--- src/rtl/cmp_timer_pkg.sv ---
// Package: shared register offsets and bit positions for the compare timer.
// Assumes byte offsets fit in 12 bits and the data width is at least 17 bits.
package cmp_timer_pkg;
    localparam int OFF_W = 12;

    localparam logic [OFF_W-1:0] OFF_CNT_LO  = 12'h100;
    localparam logic [OFF_W-1:0] OFF_CNT_HI  = 12'h104;
    localparam logic [OFF_W-1:0] OFF_CNT_WS  = 12'h110;
    localparam logic [OFF_W-1:0] OFF_CMP_LO  = 12'h200;
    localparam logic [OFF_W-1:0] OFF_CMP_HI  = 12'h204;
    localparam logic [OFF_W-1:0] OFF_CMP_INC = 12'h208;
    localparam logic [OFF_W-1:0] OFF_CTRL    = 12'h240;
    localparam logic [OFF_W-1:0] OFF_IST     = 12'h244;
    localparam logic [OFF_W-1:0] OFF_IEN     = 12'h248;
    localparam logic [OFF_W-1:0] OFF_GWS     = 12'h24C;

    // control register fields
    localparam int CTRL_RUN  = 8;
    localparam int CTRL_AINC = 1;
    localparam int CTRL_CEN  = 0;

    // global write-status fields
    localparam int GWS_CTRL = 16;
    localparam int GWS_CLO  = 0;
    localparam int GWS_CHI  = 1;
    localparam int GWS_INC  = 2;

    // counter write-status fields
    localparam int CWS_LO = 0;
    localparam int CWS_HI = 1;

    // index of each tracked write inside the flag vector
    typedef enum int {
        TRK_CNT_LO  = 0,
        TRK_CNT_HI  = 1,
        TRK_CMP_LO  = 2,
        TRK_CMP_HI  = 3,
        TRK_CMP_INC = 4,
        TRK_CTRL    = 5
    } trk_idx_e;
    localparam int TRK_NUM = 6;

    // control register contents
    typedef struct packed {
        logic run;
        logic ainc;
        logic cen;
    } ctrl_t;
endpackage

--- src/rtl/cmp_timer_counter.sv ---
// Module: 64-bit free-running counter built from two loadable halves.
// Assumes at most one half is written per cycle by the bus. A write has
// priority over counting in that cycle.
module cmp_timer_counter #(
    parameter int HALF_W = 32
) (
    input  logic                clk,
    input  logic                rst_n,
    input  logic                run_i,
    input  logic                wr_lo_i,
    input  logic                wr_hi_i,
    input  logic [HALF_W-1:0]   wdata_i,
    output logic [2*HALF_W-1:0] cnt_o
);
    localparam int FULL_W = 2 * HALF_W;

    logic [FULL_W-1:0] cnt_q;

    // Purpose: load a half on a write, otherwise count while running.
    always_ff @(posedge clk) begin
        if (!rst_n) begin
            cnt_q <= '0;
        end else if (wr_lo_i || wr_hi_i) begin
            cnt_q <= {wr_hi_i ? wdata_i : cnt_q[FULL_W-1:HALF_W],
                      wr_lo_i ? wdata_i : cnt_q[HALF_W-1:0]};
        end else if (run_i) begin
            cnt_q <= cnt_q + FULL_W'(1);
        end
    end

    assign cnt_o = cnt_q;
endmodule

--- src/rtl/cmp_timer_compare.sv ---
// Module: 64-bit compare channel with an optional self-advancing target.
// Assumes the counter is presented in full width each cycle. A bus write to
// either compare half wins over the automatic advance in the same cycle.
module cmp_timer_compare #(
    parameter int HALF_W = 32
) (
    input  logic                clk,
    input  logic                rst_n,
    input  logic                en_i,
    input  logic                ainc_i,
    input  logic [2*HALF_W-1:0] cnt_i,
    input  logic                wr_lo_i,
    input  logic                wr_hi_i,
    input  logic                wr_inc_i,
    input  logic [HALF_W-1:0]   wdata_i,
    output logic [2*HALF_W-1:0] cmp_o,
    output logic [HALF_W-1:0]   inc_o,
    output logic                match_o
);
    localparam int FULL_W = 2 * HALF_W;

    logic [FULL_W-1:0] cmp_q;
    logic [HALF_W-1:0] inc_q;
    logic              match;

    // Purpose: equality against the live counter, taken only when enabled.
    always_comb begin
        match = en_i && (cnt_i == cmp_q);
    end

    // Purpose: hold the compare target; advance it by the step in periodic mode.
    always_ff @(posedge clk) begin
        if (!rst_n) begin
            cmp_q <= '0;
        end else if (wr_lo_i || wr_hi_i) begin
            cmp_q <= {wr_hi_i ? wdata_i : cmp_q[FULL_W-1:HALF_W],
                      wr_lo_i ? wdata_i : cmp_q[HALF_W-1:0]};
        end else if (match && ainc_i) begin
            cmp_q <= cmp_q + {{HALF_W{1'b0}}, inc_q};
        end
    end

    // Purpose: hold the periodic step.
    always_ff @(posedge clk) begin
        if (!rst_n) begin
            inc_q <= '0;
        end else if (wr_inc_i) begin
            inc_q <= wdata_i;
        end
    end

    assign cmp_o   = cmp_q;
    assign inc_o   = inc_q;
    assign match_o = match;
endmodule

--- src/rtl/cmp_timer_wstat.sv ---
// Module: sticky write-acknowledge flags, one per tracked register.
// Each flag is set LAT edges after its write is accepted and cleared by a
// write-one request. A set that arrives wins over a clear in the same cycle.
// Assumes LAT >= 1.
module cmp_timer_wstat #(
    parameter int NUM = 6,
    parameter int LAT = 2
) (
    input  logic           clk,
    input  logic           rst_n,
    input  logic [NUM-1:0] hit_i,
    input  logic [NUM-1:0] clr_i,
    output logic [NUM-1:0] flag_o
);
    for (genvar i = 0; i < NUM; i++) begin : g_bit
        logic [LAT-1:0] pipe_q;
        logic           flag_q;

        if (LAT == 1) begin : g_short
            // Purpose: single-stage delay of the write strobe.
            always_ff @(posedge clk) begin
                if (!rst_n) pipe_q <= '0;
                else        pipe_q <= hit_i[i];
            end
        end else begin : g_long
            // Purpose: multi-stage delay of the write strobe.
            always_ff @(posedge clk) begin
                if (!rst_n) pipe_q <= '0;
                else        pipe_q <= {pipe_q[LAT-2:0], hit_i[i]};
            end
        end

        // Purpose: sticky flag, set by the delayed strobe and cleared on request.
        always_ff @(posedge clk) begin
            if (!rst_n)               flag_q <= 1'b0;
            else if (pipe_q[LAT-1])   flag_q <= 1'b1;
            else if (clr_i[i])        flag_q <= 1'b0;
        end

        assign flag_o[i] = flag_q;
    end
endmodule

--- src/rtl/cmp_timer.sv ---
// Module: top of the compare timer. It decodes the register bus, holds the
// control, interrupt status and enable bits, and drives the read mux.
// Assumes a single-cycle bus: a write takes effect on the edge where bus_en
// and bus_we are high. Read data is combinational from the address.
module cmp_timer
    import cmp_timer_pkg::*;
#(
    parameter int ADDR_W = 12,
    parameter int DATA_W = 32,
    parameter int WS_LAT = 2
) (
    input  logic              clk,
    input  logic              rst_n,
    input  logic              bus_en,
    input  logic              bus_we,
    input  logic [ADDR_W-1:0] bus_addr,
    input  logic [DATA_W-1:0] bus_wdata,
    output logic [DATA_W-1:0] bus_rdata,
    output logic              irq_o
);
    localparam int FULL_W = 2 * DATA_W;

    // decoded write strobes
    logic wr_cnt_lo, wr_cnt_hi, wr_cws, wr_cmp_lo, wr_cmp_hi, wr_cmp_inc;
    logic wr_ctrl, wr_ist, wr_ien, wr_gws;
    logic wr_en;

    ctrl_t             ctrl_q;
    logic              ist_q;
    logic              ien_q;
    logic [FULL_W-1:0] cnt;
    logic [FULL_W-1:0] cmp;
    logic [DATA_W-1:0] inc;
    logic              match;
    logic [TRK_NUM-1:0] trk_hit;
    logic [TRK_NUM-1:0] trk_clr;
    logic [TRK_NUM-1:0] trk_flag;
    logic              clr_ist;

    // Purpose: turn a bus write into one strobe per register.
    always_comb begin
        wr_en      = bus_en && bus_we;
        wr_cnt_lo  = wr_en && (bus_addr == ADDR_W'(OFF_CNT_LO));
        wr_cnt_hi  = wr_en && (bus_addr == ADDR_W'(OFF_CNT_HI));
        wr_cws     = wr_en && (bus_addr == ADDR_W'(OFF_CNT_WS));
        wr_cmp_lo  = wr_en && (bus_addr == ADDR_W'(OFF_CMP_LO));
        wr_cmp_hi  = wr_en && (bus_addr == ADDR_W'(OFF_CMP_HI));
        wr_cmp_inc = wr_en && (bus_addr == ADDR_W'(OFF_CMP_INC));
        wr_ctrl    = wr_en && (bus_addr == ADDR_W'(OFF_CTRL));
        wr_ist     = wr_en && (bus_addr == ADDR_W'(OFF_IST));
        wr_ien     = wr_en && (bus_addr == ADDR_W'(OFF_IEN));
        wr_gws     = wr_en && (bus_addr == ADDR_W'(OFF_GWS));
        clr_ist    = wr_ist && bus_wdata[0];
    end

    // Purpose: control register with run, auto-increment and compare enable.
    always_ff @(posedge clk) begin
        if (!rst_n) begin
            ctrl_q <= '0;
        end else if (wr_ctrl) begin
            ctrl_q.run  <= bus_wdata[CTRL_RUN];
            ctrl_q.ainc <= bus_wdata[CTRL_AINC];
            ctrl_q.cen  <= bus_wdata[CTRL_CEN];
        end
    end

    // Purpose: pending interrupt, set by a match and cleared by a write of one.
    always_ff @(posedge clk) begin
        if (!rst_n)       ist_q <= 1'b0;
        else if (match)   ist_q <= 1'b1;
        else if (clr_ist) ist_q <= 1'b0;
    end

    // Purpose: interrupt output enable.
    always_ff @(posedge clk) begin
        if (!rst_n)      ien_q <= 1'b0;
        else if (wr_ien) ien_q <= bus_wdata[0];
    end

    cmp_timer_counter #(.HALF_W(DATA_W)) u_cnt (
        .clk     (clk),
        .rst_n   (rst_n),
        .run_i   (ctrl_q.run),
        .wr_lo_i (wr_cnt_lo),
        .wr_hi_i (wr_cnt_hi),
        .wdata_i (bus_wdata),
        .cnt_o   (cnt)
    );

    cmp_timer_compare #(.HALF_W(DATA_W)) u_cmp (
        .clk      (clk),
        .rst_n    (rst_n),
        .en_i     (ctrl_q.cen),
        .ainc_i   (ctrl_q.ainc),
        .cnt_i    (cnt),
        .wr_lo_i  (wr_cmp_lo),
        .wr_hi_i  (wr_cmp_hi),
        .wr_inc_i (wr_cmp_inc),
        .wdata_i  (bus_wdata),
        .cmp_o    (cmp),
        .inc_o    (inc),
        .match_o  (match)
    );

    // Purpose: collect tracked write strobes and their write-one clear bits.
    always_comb begin
        trk_hit              = '0;
        trk_hit[TRK_CNT_LO]  = wr_cnt_lo;
        trk_hit[TRK_CNT_HI]  = wr_cnt_hi;
        trk_hit[TRK_CMP_LO]  = wr_cmp_lo;
        trk_hit[TRK_CMP_HI]  = wr_cmp_hi;
        trk_hit[TRK_CMP_INC] = wr_cmp_inc;
        trk_hit[TRK_CTRL]    = wr_ctrl;
        trk_clr              = '0;
        trk_clr[TRK_CNT_LO]  = wr_cws && bus_wdata[CWS_LO];
        trk_clr[TRK_CNT_HI]  = wr_cws && bus_wdata[CWS_HI];
        trk_clr[TRK_CMP_LO]  = wr_gws && bus_wdata[GWS_CLO];
        trk_clr[TRK_CMP_HI]  = wr_gws && bus_wdata[GWS_CHI];
        trk_clr[TRK_CMP_INC] = wr_gws && bus_wdata[GWS_INC];
        trk_clr[TRK_CTRL]    = wr_gws && bus_wdata[GWS_CTRL];
    end

    cmp_timer_wstat #(.NUM(TRK_NUM), .LAT(WS_LAT)) u_ws (
        .clk    (clk),
        .rst_n  (rst_n),
        .hit_i  (trk_hit),
        .clr_i  (trk_clr),
        .flag_o (trk_flag)
    );

    // Purpose: read mux; unmapped offsets and non-read cycles return zero.
    always_comb begin
        bus_rdata = '0;
        if (bus_en && !bus_we) begin
            if (bus_addr == ADDR_W'(OFF_CNT_LO)) begin
                bus_rdata = cnt[DATA_W-1:0];
            end else if (bus_addr == ADDR_W'(OFF_CNT_HI)) begin
                bus_rdata = cnt[FULL_W-1:DATA_W];
            end else if (bus_addr == ADDR_W'(OFF_CNT_WS)) begin
                bus_rdata[CWS_LO] = trk_flag[TRK_CNT_LO];
                bus_rdata[CWS_HI] = trk_flag[TRK_CNT_HI];
            end else if (bus_addr == ADDR_W'(OFF_CMP_LO)) begin
                bus_rdata = cmp[DATA_W-1:0];
            end else if (bus_addr == ADDR_W'(OFF_CMP_HI)) begin
                bus_rdata = cmp[FULL_W-1:DATA_W];
            end else if (bus_addr == ADDR_W'(OFF_CMP_INC)) begin
                bus_rdata = inc;
            end else if (bus_addr == ADDR_W'(OFF_CTRL)) begin
                bus_rdata[CTRL_RUN]  = ctrl_q.run;
                bus_rdata[CTRL_AINC] = ctrl_q.ainc;
                bus_rdata[CTRL_CEN]  = ctrl_q.cen;
            end else if (bus_addr == ADDR_W'(OFF_IST)) begin
                bus_rdata[0] = ist_q;
            end else if (bus_addr == ADDR_W'(OFF_IEN)) begin
                bus_rdata[0] = ien_q;
            end else if (bus_addr == ADDR_W'(OFF_GWS)) begin
                bus_rdata[GWS_CLO]  = trk_flag[TRK_CMP_LO];
                bus_rdata[GWS_CHI]  = trk_flag[TRK_CMP_HI];
                bus_rdata[GWS_INC]  = trk_flag[TRK_CMP_INC];
                bus_rdata[GWS_CTRL] = trk_flag[TRK_CTRL];
            end
        end
    end

    assign irq_o = ist_q && ien_q;
endmodule

--- config.mk ---
export PLATFORM = sky130hd
export DESIGN_NAME = cmp_timer
export DESIGN_NICKNAME = d
export VERILOG_FILES = /design/src/rtl/cmp_timer_pkg.sv /design/src/rtl/cmp_timer_counter.sv /design/src/rtl/cmp_timer_compare.sv /design/src/rtl/cmp_timer_wstat.sv /design/src/rtl/cmp_timer.sv
export SDC_FILE = /design/constraint.sdc
export NUM_CORES = 1
export LEC_CHECK = 0
export ABC_AREA = 1
export BUFFER_PORTS_ARGS = -buffer_cell sky130_fd_sc_hd__clkbuf_2
export CAP_MARGIN = 40
export CELL_PAD_IN_SITES_DETAIL_PLACEMENT = 0
export CELL_PAD_IN_SITES_GLOBAL_PLACEMENT = 1
export CORE_ASPECT_RATIO = 1.25
export CORE_MARGIN = 5
export CORE_UTILIZATION = 40
export DETAILED_ROUTE_END_ITERATION = 12
export GPL_ROUTABILITY_DRIVEN = 0
export PLACE_DENSITY_LB_ADDON = 0.1
export SLEW_MARGIN = 20
export SYNTH_ARGS = -nofsm -noshare
export SYNTH_HDL_FRONTEND = slang
export SYNTH_SLANG_ARGS = --single-unit
--- constraint.sdc ---
create_clock -name clk -period 3.9 [get_ports clk]
set_input_delay 0.585 -clock clk [delete_from_list [all_inputs] [get_ports clk]]
set_output_delay 0.585 -clock clk [all_outputs]
set_load 0.01 [all_outputs]
# After elaboration in Yosys (flattened, before gate mapping)
# Index checks and enable logic that the tools add are counted.
[totals]
inputBits = 48
wordCells = 124
out_inout_bits = 33
register_bits = 183
[classes]
n_reduce_logical = 38
n_mux = 47
addsub = 2
eq_ne = 15
[op_table]
columns = ["cell", "count"]
rows = [
  ["$mux W32", 9],
  ["$mux W64", 4],
  ["$eq A12 B10 Y1 const B", 7],
  ["$add A64 B1 Y64 const B", 1],
  ["$add A64 B32 Y64", 1],
  ["$eq A64 B64 Y1", 1],
  ["$eq A12 B9 Y1 const B", 3],
  ["$mux W30", 1],
  ["$mux W1", 24],
  ["$logic_and A1 B1 Y1", 22],
  ["$reduce_bool A2 Y1", 9],
  ["$mux W15", 1],
  ["$mux W2", 4],
  ["$ne A2 B1 Y1 const B", 4],
  ["$reduce_and A2 Y1", 4],
  ["$mux W7", 1],
  ["$mux W3", 2],
  ["$mux W5", 1],
  ["$logic_or A1 B1 Y1", 2],
  ["$logic_not A1 Y1", 1],
]

# Logic depth before layout (Yosys ltp)
[logic_depth]
depth_word = 12
depth_mapped = 17
ltp_nobuf = 17

# Cells and area by module
# Synthesis repeated with hierarchy kept, for this count alone.
[unflattened]
hier_cells = 3102
hier_area_um2 = 16952.5
[by_module_without_submodules]
columns = ["module", "seq_area_each_um2", "cells_each", "area_each_um2", "instances"]
rows = [
  ["cmp_timer_compare", 1921.8, 1799, 9283.9, 1],
  ["cmp_timer_counter", 1281.2, 849, 4868.4, 1],
  ["cmp_timer", 100.1, 380, 2192.1, 1],
  ["cmp_timer_wstat", 360.3, 74, 608.1, 1],
]

# Worst setup path before layout
# OpenSTA, ideal clock, no wires.
[synth_path]
kind = "input to output"
from = "in bus_addr[11]"
to = "out bus_rdata[18]"
n_path_buf = 2
path_stages = 11
arrival_time_ns = 2.106
required_ns = 3.315
slack_ns = 1.209
path_cell_list = "nor2_1 -> nand3_1 -> nor2_1 -> inv_1 -> nor2_2 -> inv_1 -> clkbuf_1 -> buf_2 -> o211ai_1 -> o211ai_1 -> a21oi_1"
[synth_via]
elab_chain_cells = 8
elab_cells_between_ends = 13
cone_classes = "6 x eq/ne; 7 x mux"
[synth_lines]
columns = ["item", "line", "source"]
rows = [
  ["start, declared", "cmp_timer.sv:16", "input logic [ADDR_W-1:0] bus_addr,"],
  ["$eq A12 B10 Y1", "cmp_timer.sv:146", "end else if (bus_addr == ADDR_W'(OFF_CMP_INC)) begin"],
  ["$mux W15", "cmp_timer.sv:146", ""],
  ["$mux W32", "cmp_timer.sv:144", "end else if (bus_addr == ADDR_W'(OFF_CMP_HI)) begin"],
  ["$mux W32", "cmp_timer.sv:142", "end else if (bus_addr == ADDR_W'(OFF_CMP_LO)) begin"],
  ["$mux W30", "cmp_timer.sv:139", "end else if (bus_addr == ADDR_W'(OFF_CNT_WS)) begin"],
  ["$mux W32", "cmp_timer.sv:137", "end else if (bus_addr == ADDR_W'(OFF_CNT_HI)) begin"],
  ["$mux W32 (*)", "cmp_timer.sv:135", "if (bus_addr == ADDR_W'(OFF_CNT_LO)) begin"],
  ["$mux W32 (*)", "cmp_timer.sv:134", "if (bus_en && !bus_we) begin"],
  ["end, declared", "cmp_timer.sv:18", "output logic [DATA_W-1:0] bus_rdata,"],
]
# Mark *: on every way between the ends. The rest lies on a longest branch, timed or not.

# Worst setup path after layout
[layout_path]
from = "in bus_addr[11]"
to = "out bus_rdata[22]"
# The elaborated chain is that of the path after synthesis.

==> flow_metrics.env <==
export IMPL_dpl_hpwl_um=67210
export IMPL_slew_headroom=0.4336
export IMPL_synth_area_leaders="dfxtp_1 (22%), nand2_1 (21%), nor2_1 (9.9%)"
export IMPL_hold_end="u_cnt.cnt_o[8]"
export IMPL_pin_count=81
export IMPL_min_path_cells=3
export IMPL_postCtsHoldBufs=0
export IMPL_dpl_cell_area_um2=17530
export IMPL_start_kind="input port"
export IMPL_diodes=0
export IMPL_synth_area_leader_cell="dfxtp_1"
export IMPL_status="finished, final reports clean"
export IMPL_gr_total_overflow=0
export IMPL_die_h_um=237.1
export IMPL_cts_buffers=17
export IMPL_timing_rr_end="u_cmp.cmp_o[29]"
export IMPL_fin_util=0.4426
export IMPL_cts_resized=0
export IMPL_place_inst=3567
export IMPL_synth_cells=3000
export IMPL_fin_crit_sh=0.8986
export IMPL_fp_dieW_um=191.7
export IMPL_ys_async_sr_fraction=0
export IMPL_finalPower_mw=3.794
export IMPL_ys_seq_area_frac=0.2220
export IMPL_fmax_mhz=285.3
export IMPL_synth_distinct_cells=47
export IMPL_ant_nets=0
export IMPL_drt_first_iter_violations=2537
export IMPL_grt_usage=0.3614
export IMPL_critPathTopFamily="buffers and inverters"
export IMPL_setup_worst_path_class="input port to output port"
export IMPL_drt_total_wl_um=84290
export IMPL_worst_path_stages=12
export IMPL_nets=3116
export IMPL_core_area_um2=40920
export IMPL_cts_tree="yes"
export IMPL_cts_setup_buffers=0
export IMPL_fin_tns_setup_ns=0
export IMPL_antenna_found_initial=0
export IMPL_r2r_setup_slack_ns=0.75
export IMPL_syn_area_um2=16500
export IMPL_peakVddDrop_v=0.0002275
export IMPL_first_pass_iters=7
export IMPL_start_util=0.4032
export IMPL_r2r_cells=14
export IMPL_clock_sinks=183
export IMPL_final_instance_count_excl_fill=3598
export IMPL_drv_slew=0
export IMPL_root_buffer="clkbuf_16"
export IMPL_grt_max_degree=98
export IMPL_fin_area_um2=18110
export IMPL_powerDensity_nw_per_um2=209.5
export IMPL_clock_latency_ns=0.47
export IMPL_htreeDepth=4
export IMPL_die_area_um2=45440
export IMPL_ys_ff_latch=183
export IMPL_timing_rr_start="u_cmp.cmp_o[53]"
export IMPL_synth_flop_cell="dfxtp_1"
export IMPL_min_from="bus_wdata[8]"
export IMPL_syn_area_per_cell_um2=5.500
export IMPL_synth_edf_count=0
export IMPL_post_drt_via_cell_ratio=5.709
export IMPL_drive_gt1_frac=0.06599
export IMPL_fillers=4640
export IMPL_skew_ns=0.01848
export IMPL_slowest_delay_ns=0.54
export IMPL_clockBufferDepth=2
export IMPL_cp_max_fo=19
export IMPL_grt_pass1_wl_um=122600
export IMPL_drc_errors=0
export IMPL_clkTransAtPathRegs_ns=0.07
export IMPL_p_leak_nw=8.499
export IMPL_endpoint_kind="output port"
export IMPL_routed_via_count=20540
export IMPL_path_cells="clkbuf_2 -> nor2_1 -> nand3_1 -> nor2_1 -> nand2_1 -> inv_1 -> buf_4 -> nand2_1 -> o211ai_1 -> o211ai_1 -> a21oi_1 -> clkbuf_2"
export IMPL_maxCapViolCount=0
export IMPL_slowest_stage="inv_1"
export IMPL_setup_viol=0
export IMPL_crit_buf_inv=4
export IMPL_synth_nets=3082
export IMPL_core_rowCount=83
export IMPL_grt_pass1_vias=19260
export IMPL_finalHoldViolations=0
export IMPL_area_delta_synth_final_pct=9.767
export IMPL_required_ns=3.31
export IMPL_worst_pin_slew_ns=0.8475
export IMPL_yosysWarningCount=0
export IMPL_fin_crit_ns=3.505
export IMPL_wire_per_inst_um=23.43
export IMPL_portBuffers=80
export IMPL_rsz0062_at_grt="false"
export IMPL_hold_class="input port to register"
export IMPL_regArea_um2=3664
export IMPL_arrival_ns=2.92
export IMPL_synth_top_area_share=0.2220
export IMPL_multi_input_area_um2=10890
-- stage by stage --
step | setup slack [ns] | hold slack [ns]
5_1_grt | 0.2436 | 0.4283
3_3_place_gp | 0.4845 | 0.3927
2_1_floorplan | 1.209 | 0.3905
4_1_cts | 0.4831 | 0.4086
6_report | 0.3953 | 0.4166
3_5_place_dp | 0.4906 | 0.4006
-- metal layers --
layer	wire length [um]	vias up	part of all wire	GRT usage
met5	0	-	0	0
met4	6141	0	0.073	0.2155
met3	7024	278	0.083	0.04748
met2	38310	1118	0.45	0.5817
met1	32810	9484	0.39	0.4593
li1	-	9662	-	-
-- flip-flops by register name, indices dropped and copies added, names as in the netlist --
register	cells
ctrl_q	3
u_cmp.cmp_o	64
u_ws.g_bit.flag_q	6
ien_q	1
ist_q	1
u_cmp.inc_o	32
u_ws.g_bit.pipe_q	12
u_cnt.cnt_o	64
-- power breakdown --
| part | switching, mW | internal [mW] |
|---|---|---|
| combinational | 0.111 | 0.0346 |
| clock | 0.919 | 0.863 |
| sequential | 0.000502 | 1.87 |
| total | 1.03 | 2.76 |
-- cells in the mapped netlist, types with 24 or more instances --
| master | instances |
|---|---|
| xor2_1 | 48 |
| a21oi_1 | 221 |
| clkbuf_1 | 80 |
| nand2_1 | 906 |
| nor3_1 | 48 |
| nand3_1 | 141 |
| o21ai_0 | 240 |
| ha_1 | 33 |
| nand4_1 | 47 |
| dfxtp_1 | 183 |
| nor2_1 | 435 |
| inv_1 | 381 |
| buf_2 | 24 |
| xnor2_1 | 32 |
| o211ai_1 | 50 |
-- kinds of logic after synthesis --
family                   synth area share
AO/OA/AOI/OAI                      0.1824
XOR/XNOR                          0.04247
adder cells (fa/ha/maj)           0.02624
buffers and inverters              0.1190
flip-flops                         0.2220
multiplexers                    0.0006067
AND/OR/NAND/NOR                    0.4073
-- layout by cell type, fill, tap and decap left out, types with 19 or more instances in the layout --
cell type | Yosys | layout
a21oi_1 | 221 | 220
a31oi_1 | 19 | 19
buf_4 | 4 | 48
clkbuf_2 | 3 | 79
dfxtp_1 | 183 | 183
ha_1 | 33 | 33
inv_1 | 381 | 380
nand2_1 | 906 | 906
nand3_1 | 141 | 141
nand3b_1 | 19 | 19
nand4_1 | 47 | 47
nor2_1 | 435 | 433
nor3_1 | 48 | 48
o211ai_1 | 50 | 50
o21ai_0 | 240 | 240
xnor2_1 | 32 | 32
xor2_1 | 48 | 48
-- worst register-to-register path, cell delays in order (launching register included) --
cell and delay [ns]:
dfxtp_1 0.57, inv_1 0.29, nand2_1 0.18, nand2_1 0.10, nor2_1 0.11, nand2_1 0.06, nor2_1 0.11, nand2_1 0.06
nor2_1 0.20, nand4_4 0.34, nand2_4 0.43, buf_4 0.32, o21ai_1 0.10, nor2_1 0.12, nor2_1 0.06
-- cell type report --
class | count | share of cell area
multi-input cells | 2311 | 0.6011
flip-flops and latches | 183 | 0.2023
repair buffers | 131 | 0.04539
clock inverters | 13 | 0.008014
well taps | 552 | 0.03813
inverters | 390 | 0.08083
clock buffers | 18 | 0.02425
-- how the worst max path moves through the flow --
stage,startpoint,endpoint
after floorplan,bus_addr[11],bus_rdata[18]
after global placement,bus_addr[11],bus_rdata[31]
after detailed placement,bus_addr[11],bus_rdata[22]
after CTS,bus_addr[11],bus_rdata[22]
after global routing,bus_addr[11],bus_rdata[22]
final,bus_addr[11],bus_rdata[22]
Note: power is estimated with default switching activity, not from simulation.
